File: config.mk
export PLATFORM = sky130hd
export DESIGN_NAME = gain_word_loader
export DESIGN_NICKNAME = d
export VERILOG_FILES = /design/src/rtl/gwl_pkg.sv /design/src/rtl/gwl_sync.sv /design/src/rtl/gwl_shifter.sv /design/src/rtl/gwl_latch.sv /design/src/rtl/gain_word_loader.sv
export SDC_FILE = /design/constraint.sdc
export NUM_CORES = 1
export LEC_CHECK = 0
export CORE_UTILIZATION = 55
export DETAILED_ROUTE_END_ITERATION = 16
export GPL_TIMING_DRIVEN = 0
export HOLD_SLACK_MARGIN = 0.12
export MAX_ROUTING_LAYER = met4
export PLACE_DENSITY_LB_ADDON = 0.12
export SLEW_MARGIN = 5
export SYNTH_ARGS = -nofsm -noshare
export SYNTH_HDL_FRONTEND = slang
export SYNTH_SLANG_ARGS = --single-unit
File: constraint.sdc
create_clock -name clk -period 2.65 [get_ports clk]
set_clock_uncertainty 0.15 [all_clocks]
set_input_delay 0.53 -clock clk [delete_from_list [all_inputs] [get_ports clk]]
set_output_delay 0.53 -clock clk [all_outputs]
set_load 0.1 [all_outputs]
File: src/rtl/gwl_pkg.sv
package gwl_pkg;
    localparam int unsigned NUM_CH = 3;

    typedef enum int unsigned {
        CH_SCLK  = 0,
        CH_SDAT  = 1,
        CH_LOADN = 2
    } ch_e;
endpackage

File: src/rtl/gwl_sync.sv
module gwl_sync #(
    parameter int unsigned N      = 3,
    parameter int unsigned STAGES = 2,
    parameter logic [N-1:0] RST_VAL = '0
) (
    input  logic         clk,
    input  logic         rst_n,
    input  logic [N-1:0] async_i,
    output logic [N-1:0] lvl_o,
    output logic [N-1:0] rise_o,
    output logic [N-1:0] fall_o
);
    typedef struct packed {
        logic [STAGES-1:0][N-1:0] pipe;
        logic [N-1:0]             prev;
    } st_t;

    st_t st_d, st_q;

    always_comb begin
        st_d         = st_q;
        st_d.pipe[0] = async_i;
        for (int s = 1; s < STAGES; s++) begin
            st_d.pipe[s] = st_q.pipe[s-1];
        end
        st_d.prev = st_q.pipe[STAGES-1];
    end

    always_ff @(posedge clk or negedge rst_n) begin
        if (!rst_n) begin
            st_q.pipe <= {STAGES{RST_VAL}};
            st_q.prev <= RST_VAL;
        end else begin
            st_q <= st_d;
        end
    end

    assign lvl_o = st_q.pipe[STAGES-1];

    for (genvar c = 0; c < N; c++) begin : g_edge
        assign rise_o[c] =  st_q.pipe[STAGES-1][c] & ~st_q.prev[c];
        assign fall_o[c] = ~st_q.pipe[STAGES-1][c] &  st_q.prev[c];
    end
endmodule

File: src/rtl/gwl_shifter.sv
module gwl_shifter #(
    parameter int unsigned W  = 8,
    parameter int unsigned CW = $clog2(W + 2)
) (
    input  logic          clk,
    input  logic          rst_n,
    input  logic          win_open_i,
    input  logic          sclk_rise_i,
    input  logic          sdat_i,
    input  logic          win_start_i,
    output logic [W-1:0]  sreg_o,
    output logic [CW-1:0] cnt_o
);
    localparam logic [CW-1:0] CNT_MAX = CW'(W + 1);

    typedef struct packed {
        logic [W-1:0]  sreg;
        logic [CW-1:0] cnt;
    } st_t;

    st_t st_d, st_q;

    always_comb begin
        logic [CW-1:0] base;
        st_d = st_q;
        base = win_start_i ? '0 : st_q.cnt;
        st_d.cnt = base;
        if (win_open_i && sclk_rise_i) begin
            st_d.sreg = {st_q.sreg[W-2:0], sdat_i};
            if (base != CNT_MAX) begin
                st_d.cnt = base + 1'b1;
            end
        end
    end

    always_ff @(posedge clk or negedge rst_n) begin
        if (!rst_n) begin
            st_q <= '0;
        end else begin
            st_q <= st_d;
        end
    end

    assign sreg_o = st_q.sreg;
    assign cnt_o  = st_q.cnt;

    AST_CNT_BOUND: assert property (@(posedge clk) disable iff (!rst_n)
        cnt_o <= CNT_MAX);
    AST_START_CLEARS: assert property (@(posedge clk) disable iff (!rst_n)
        (win_start_i && !sclk_rise_i) |=> (cnt_o == '0));
endmodule

File: src/rtl/gwl_latch.sv
module gwl_latch #(
    parameter int unsigned W  = 8,
    parameter int unsigned CW = $clog2(W + 2)
) (
    input  logic          clk,
    input  logic          rst_n,
    input  logic          upd_i,
    input  logic [W-1:0]  sreg_i,
    input  logic [CW-1:0] cnt_i,
    input  logic          pd_i,
    output logic [W-1:0]  gain_o,
    output logic          ok_o,
    output logic          pd_o
);
    localparam logic [CW-1:0] CNT_FULL = CW'(W);

    typedef struct packed {
        logic [W-1:0] gain;
        logic         ok;
        logic         pd;
    } st_t;

    st_t st_d, st_q;

    always_comb begin
        st_d    = st_q;
        st_d.pd = pd_i;
        if (upd_i) begin
            st_d.gain = sreg_i;
            st_d.ok   = (cnt_i == CNT_FULL);
        end
    end

    always_ff @(posedge clk or negedge rst_n) begin
        if (!rst_n) begin
            st_q <= '0;
        end else begin
            st_q <= st_d;
        end
    end

    assign gain_o = st_q.gain;
    assign ok_o   = st_q.ok;
    assign pd_o   = st_q.pd;

    AST_OK_NEEDS_EIGHT: assert property (@(posedge clk) disable iff (!rst_n)
        $rose(ok_o) |-> ($past(cnt_i) == CNT_FULL));
    AST_PD_KEEPS_GAIN: assert property (@(posedge clk) disable iff (!rst_n)
        (pd_i && !upd_i) |=> $stable(gain_o));
endmodule

File: src/rtl/gain_word_loader.sv
module gain_word_loader #(
    parameter int unsigned WIDTH       = 8,
    parameter int unsigned SYNC_STAGES = 2
) (
    input  logic             clk,
    input  logic             rst_n,
    input  logic             ser_clk_i,
    input  logic             ser_dat_i,
    input  logic             load_n_i,
    input  logic             pwr_down_i,
    output logic [WIDTH-1:0] gain_code_o,
    output logic             word_ok_o,
    output logic             pwr_down_o
);
    import gwl_pkg::*;

    localparam int unsigned CW = $clog2(WIDTH + 2);
    localparam logic [NUM_CH-1:0] SYNC_RST = NUM_CH'(1) << CH_LOADN;

    logic [NUM_CH-1:0] raw, lvl, rise, fall;
    logic [WIDTH-1:0]  sreg;
    logic [CW-1:0]     cnt;

    always_comb begin
        raw           = '0;
        raw[CH_SCLK]  = ser_clk_i;
        raw[CH_SDAT]  = ser_dat_i;
        raw[CH_LOADN] = load_n_i;
    end

    gwl_sync #(.N(NUM_CH), .STAGES(SYNC_STAGES), .RST_VAL(SYNC_RST)) u_sync (
        .clk     (clk),
        .rst_n   (rst_n),
        .async_i (raw),
        .lvl_o   (lvl),
        .rise_o  (rise),
        .fall_o  (fall)
    );

    gwl_shifter #(.W(WIDTH), .CW(CW)) u_shift (
        .clk         (clk),
        .rst_n       (rst_n),
        .win_open_i  (~lvl[CH_LOADN]),
        .sclk_rise_i (rise[CH_SCLK]),
        .sdat_i      (lvl[CH_SDAT]),
        .win_start_i (fall[CH_LOADN]),
        .sreg_o      (sreg),
        .cnt_o       (cnt)
    );

    gwl_latch #(.W(WIDTH), .CW(CW)) u_latch (
        .clk    (clk),
        .rst_n  (rst_n),
        .upd_i  (rise[CH_LOADN]),
        .sreg_i (sreg),
        .cnt_i  (cnt),
        .pd_i   (pwr_down_i),
        .gain_o (gain_code_o),
        .ok_o   (word_ok_o),
        .pd_o   (pwr_down_o)
    );

    AST_HOLD_IN_WINDOW: assert property (@(posedge clk) disable iff (!rst_n)
        !lvl[CH_LOADN] |=> $stable(gain_code_o));
    AST_TAKE_ON_CLOSE: assert property (@(posedge clk) disable iff (!rst_n)
        rise[CH_LOADN] |=> (gain_code_o == $past(sreg)));
    AST_NO_SHIFT_IDLE: assert property (@(posedge clk) disable iff (!rst_n)
        lvl[CH_LOADN] |=> $stable(sreg));
    AST_MSB_ENTERS_LOW: assert property (@(posedge clk) disable iff (!rst_n)
        (!lvl[CH_LOADN] && rise[CH_SCLK]) |=> (sreg[0] == $past(lvl[CH_SDAT])));
endmodule

==> flow_summary.ini, run 1 <==
[status]
outcome = finished clean

[clock_network]
clk_latency_ps = 310
cts-htree-levels = 2
cts_sinks = 30
path_clk_slew_ps = 80
cts_setup_buffers = 0
cts_root_buffer = clkbuf_4
hold_buffers = 0
cts_buffers = 5
cts_tree = built
clockBufferDepth = 2
ctsResizeCount = 0

[cells_and_area]
num-fill-cells = 122
nets = 100
area_growth_syn_to_layout_pct = 21.4
instances_no_fill = 120
drive_gt1_share_pct = 31.6
diodes = 0

[global_route]
grt_antenna_before_repair = 0
grt_pass1_vias = 620
grt_overflow_total = 0
grt_max_degree = 31
grt_pass1_wl_um = 2600
grt_usage_pct = 19.6

[power_and_ir_drop]
p_per_area_mw_per_mm2 = 1130
p_leak_nw = 0.574
finalPower_mw = 1.51
irDropWorstVdd_v = 0.000788

[floorplan]
io_pins = 16
die_y_um = 46.7
rows = 15
core_area_mm2 = 0.00180
die_area_mm2 = 0.00218
start_util_pct = 60.9
die_w_um = 46.7

[logic_synthesis]
syn_area_per_cell_um2 = 15.5
synth_cell_types = 18
yosysSeqAreaShare_pct = 68.8
netlist_area_mm2 = 0.00110
synthSimpleGateAreaFrac_pct = 8.21
synth_compound_area_share_pct = 4.79
synth-xor-area-share_pct = 0
ys_warn_count = 0
synth_nets = 77
synth_top_family_by_area = multiplexers
syn_inst = 71
synth.area.mux_share_pct = 16.4
synth_fa_ha_area_share_pct = 0
synth.ff_latch_count = 30

[setup_path]
critPathMaxFanout = 2
worstPathRequired_ps = 1970
path_buf_inv = 1
slowest_stage = clkdlybuf4s50_1
crit_family = buffers and inverters
worstSetupPathType = flip-flop to primary output
start_kind = flip-flop
cp.arrival_ps = 1800
cpPeakStageDelay_ps = 1130
endpoint_kind = primary output
crit_chain = clkdlybuf4s50_1

[drt]
firstDrtPassIters = 2
viasPerCell = 5.23
wl_per_cell_um = 12.4
wl_um = 1490
post-route-drc-count = 0
antenna_left = 0
drtIter0Drc = 2
vias = 627

[timing]
slew_violations = 0
slew_headroom_pct = 33.5
finalSetupViolations = 0
min_period_over_period_pct = 93.6
finalHoldViolCount = 0
rsz0062_at_grt = no
final.setup.tns_ps = 0
worstMarginPinSlew_ps = 995
period_minus_slack_ps = 2480
fmax_ghz = 0.403

[place]
dp.cells = 111
place_congestion = 0.764
dp_hpwl_um = 1100
io_buffers = 15

[flow_run]
max-cap-violations = 0

[worst_hold_path]
hold_class = flip-flop to flip-flop
[registers in the layout (all words and copies together) (netlist names)]
name,cells
u_shift.cnt_o,4
u_latch.ok_o,1
u_latch.pd_o,1
u_shift.sreg_o,8
u_sync.st_d,3
u_sync.st_q,2
u_latch.gain_o,8
u_sync.lvl_o,3
[layout make-up]
cell class	instances	area, µm²	share of cell area [%]
Sequential cell	30	754	56.6
Tap cell	25	31.3	2.35
Timing Repair Buffer	16	155	11.6
Multi-Input combinational cell	37	323	24.2
Inverter	2	7.51	0.563
Buffer	2	12.5	0.939
Clock buffer	8	48.8	3.66
[cell families (layout without fill, tap and decap cells)]
kind of cell,after synthesis,count (layout)
compound gates,9,9
mux,16,16
buf+inv,4,28
flops,30,30
simple gates,12,12
[final timing paths]
check / cells past startpoint / slack [ps] / start / to
setup / recovery: 1 / 170 / u_latch.gain_o[1] / gain_code_o[1]
hold / removal: 0 / 200 / u_sync.st_d[6] / u_sync.lvl_o[0]
setup reg to reg: 3 / 1160 / u_sync.st_q[2] / u_latch.gain_o[0]
hold reg to reg: 0 / 200 / u_sync.st_d[6] / u_sync.lvl_o[0]
max in group asynchronous: 2 / 1330 / rst_n / u_shift.sreg_o[1]
min in group asynchronous: 2 / 610 / rst_n / u_shift.cnt_o[2]
[routing by layer]
metal	GRT usage [%]	part of all wire, %
met1	20.6	42
met2	29.7	49
met3	10.2	6.9
met4	10.3	1.7
met5	-	0
[worst reg2reg max path: cells and delay by family (launching register included)]
kind / cells / cell delay [ps]
simple gates: 1 / 90
flops: 1 / 540
mux: 1 / 370
buf+inv: 1 / 230
[through the flow]
step | setup WS, ps | instance area (µm²) | hold WS, ps | utilization (%)
6_report | 171 | 1330 | 197 | 74.0
5_1_grt | 102 | 1330 | 215 | 74.0
4_1_cts | 145 | 1330 | 208 | 73.7
3_5_place_dp | 472 | 1280 | 192 | 71.0
3_3_place_gp | 446 | 1280 | 184 | 71.0
2_1_floorplan | 1070 | 1100 | 84.4 | -
[cell usage after synthesis]
| library cell | instances | area share (%) |
|---|---|---|
| mux2_2 | 16 | 16 |
| a211o_2 | 1 | 0.91 |
| buf_4 | 1 | 0.68 |
| o31ai_1 | 1 | 0.68 |
| dfrtp_1 | 27 | 62 |
| nor2b_1 | 1 | 0.57 |
| a21oi_1 | 5 | 2.3 |
| and3_2 | 1 | 0.68 |
| nand4bb_4 | 1 | 2.5 |
| nand2b_1 | 2 | 1.1 |
| buf_2 | 1 | 0.46 |
| o21ai_0 | 2 | 0.91 |
| nor3b_1 | 1 | 0.68 |
| nand3_1 | 1 | 0.46 |
| inv_1 | 2 | 0.68 |
| or3_1 | 2 | 1.1 |
| dfstp_2 | 3 | 7.2 |
| nand2_1 | 3 | 1.0 |
[cells in the final DEF (no fill, tap or decap)]
cell	n
a211o_2	1
a21oi_1	5
and3_2	1
buf_2	2
buf_4	1
clkbuf_1	3
clkbuf_4	5
clkdlybuf4s50_1	14
dfrtp_1	27
dfstp_2	3
dlygate4sd3_1	1
inv_1	2
mux2_2	16
nand2_1	3
nand2b_1	2
nand3_1	1
nand4bb_4	1
nor2b_1	1
nor3b_1	1
o21ai_0	2
o31ai_1	1
or3_1	2
[power by group]
group / total [mW] / internal (mW) / switching, mW
clock: 0.235 / 0.106 / 0.129
combinational: 0.637 / 0.177 / 0.460
sequential: 0.637 / 0.572 / 0.0656
Note: power is estimated with default switching activity, not from simulation.
==> inputs of run 2 (changes only) <==
--- a/config.mk
+++ b/config.mk
@@ -11,6 +11,7 @@
 export HOLD_SLACK_MARGIN = 0.12
 export MAX_ROUTING_LAYER = met4
 export PLACE_DENSITY_LB_ADDON = 0.12
+export SKIP_LAST_GASP = 1
 export SLEW_MARGIN = 5
 export SYNTH_ARGS = -nofsm -noshare
 export SYNTH_HDL_FRONTEND = slang
==> results of run 2 <==
Same layout as run 1: the final DEF is identical, and so are final timing and power.
==> inputs of run 3 (changes only) <==
--- a/config.mk
+++ b/config.mk
@@ -11,6 +11,7 @@
 export HOLD_SLACK_MARGIN = 0.12
 export MAX_ROUTING_LAYER = met4
 export PLACE_DENSITY_LB_ADDON = 0.12
+export SETUP_SLACK_MARGIN = 0.2
 export SKIP_LAST_GASP = 1
 export SLEW_MARGIN = 5
 export SYNTH_ARGS = -nofsm -noshare
==> flow_summary.ini, run 3 (synthesized netlist as in run 1, its figures left out) <==
[drt]
firstDrtPassIters = 3
viasPerCell = 5.18
dr_wl_met2_um = 744
post-route-drc-count = 0
top_layer = met4
dr_wl_met3_um = 103
vias = 621
wl_met1_um = 622
drtIter0Drc = 2
wl_per_cell_um = 12.5
wl_um = 1500
antenna_left = 0

[clock_network]
clockBufferDepth = 2
cts_setup_buffers = 0
path_clk_slew_ps = 80
cts_buffers = 5
clk_latency_ps = 310
cts-htree-levels = 2
cts_sinks = 30
cts_root_buffer = clkbuf_4
cts_tree = built

[setup_path]
critPathMaxFanout = 2
cp_num_cells = 1
cp.arrival_ps = 1520
worstSetupPathType = flip-flop to primary output
path_buf_inv = 1
endpoint_kind = primary output
cpPeakStageDelay_ps = 860
crit_chain = dlygate4sd2_1
slowest_stage = dlygate4sd2_1
start_kind = flip-flop
r2r_cells = 3
worstPathRequired_ps = 1970
crit_family = buffers and inverters

[floorplan]
die_area_mm2 = 0.00218
die_y_um = 46.7
io_pins = 16
start_util_pct = 60.9
die_w_um = 46.7
core_area_mm2 = 0.00180
rows = 15

[place]
io_buffers = 15
dp_hpwl_um = 1100
placed_cell_area_mm2 = 0.00128
place_congestion = 0.764

[cells_and_area]
final_cell_mix = 27 x dfrtp_1, 16 x mux2_2, 10 x dlygate4sd2_1
layout_commonest_cell = dfrtp_1
area_growth_syn_to_layout_pct = 20.3
stdcell_area_mm2 = 0.00132
drive_gt1_share_pct = 31.6
nets = 100
diodes = 0

[timing]
finalSetupViolations = 0
period_minus_slack_ps = 2200
slew_headroom_pct = 34.6
slew_violations = 0
finalHoldViolCount = 0
rsz0062_at_grt = no
fmax_ghz = 0.455
min_period_over_period_pct = 82.9
worstMarginPinSlew_ps = 985
final.setup.tns_ps = 0

[global_route]
grt_pass1_wl_um = 2600
grt_antenna_before_repair = 0
grt_usage_pct = 19.6
grt_overflow_total = 0
grt_pass1_vias = 620
grt_max_degree = 31

[power_and_ir_drop]
p_leak_nw = 0.602
p_per_area_mw_per_mm2 = 1110
irDropWorstVdd_v = 0.000778

[status]
outcome = finished clean

[worst_hold_path]
hold_depth = 0
hold_class = flip-flop to flip-flop

[flow_run]
max-cap-violations = 0
==> run 3: repair_timing <==
action                                 in CTS  in global routing
setup endpoints to repair                  10                  0
hold buffers                                0                  1
resized for setup                          10                  0
endpoints found under the hold margin       0                  1
==> run 3: per-layer routing <==
metal  GRT usage (%)  vias to the layer above
met5               -                        -
li1                -                      295
met2            29.7                       18
met4            10.3                        0
met1            20.6                      304
met3            10.2                        4
==> run 3: report_power, final <==
part	switching [mW]	internal, mW
Sequential	0.0633	0.571
Clock	0.130	0.106
Combinational	0.460	0.139
==> run 3: area by class of cell <==
| cell class | instances | area, µm² |
|---|---|---|
| clock buffer | 8 | 48.8 |
| inverter | 2 | 7.51 |
| sequential | 30 | 754 |
| buffer | 2 | 12.5 |
| multi-input combinational | 37 | 323 |
| timing repair buffer | 16 | 143 |
| tap | 25 | 31.3 |
| fill | 131 | 482 |
==> run 3: path summary, 6_finish.rpt <==
| check | from | endpoint | slack (ps) |
|---|---|---|---|
| min in group asynchronous | rst_n | u_shift.cnt_o[2] | 610 |
| worst max register to register | u_sync.st_q[2] | u_latch.gain_o[0] | 1160 |
| worst min register to register | u_sync.st_d[6] | u_sync.lvl_o[0] | 200 |
| max in group asynchronous | rst_n | u_shift.sreg_o[1] | 1320 |
| worst min-delay path | u_sync.st_d[6] | u_sync.lvl_o[0] | 200 |
| worst max-delay path | u_latch.gain_o[1] | gain_code_o[1] | 450 |
==> run 3: per-stage QoR <==
stage	std cells	worst slack (ps)	util [%]	hold slack [ps]	power [mW]
2_1_floorplan	71	1070	-	84.4	1.13
6_report	120	453	73.3	197	1.47
4_1_cts	119	427	73.0	208	1.49
5_1_grt	120	385	73.3	215	1.54
3_3_place_gp	111	446	71.0	184	1.27
3_5_place_dp	111	472	71.0	192	1.29
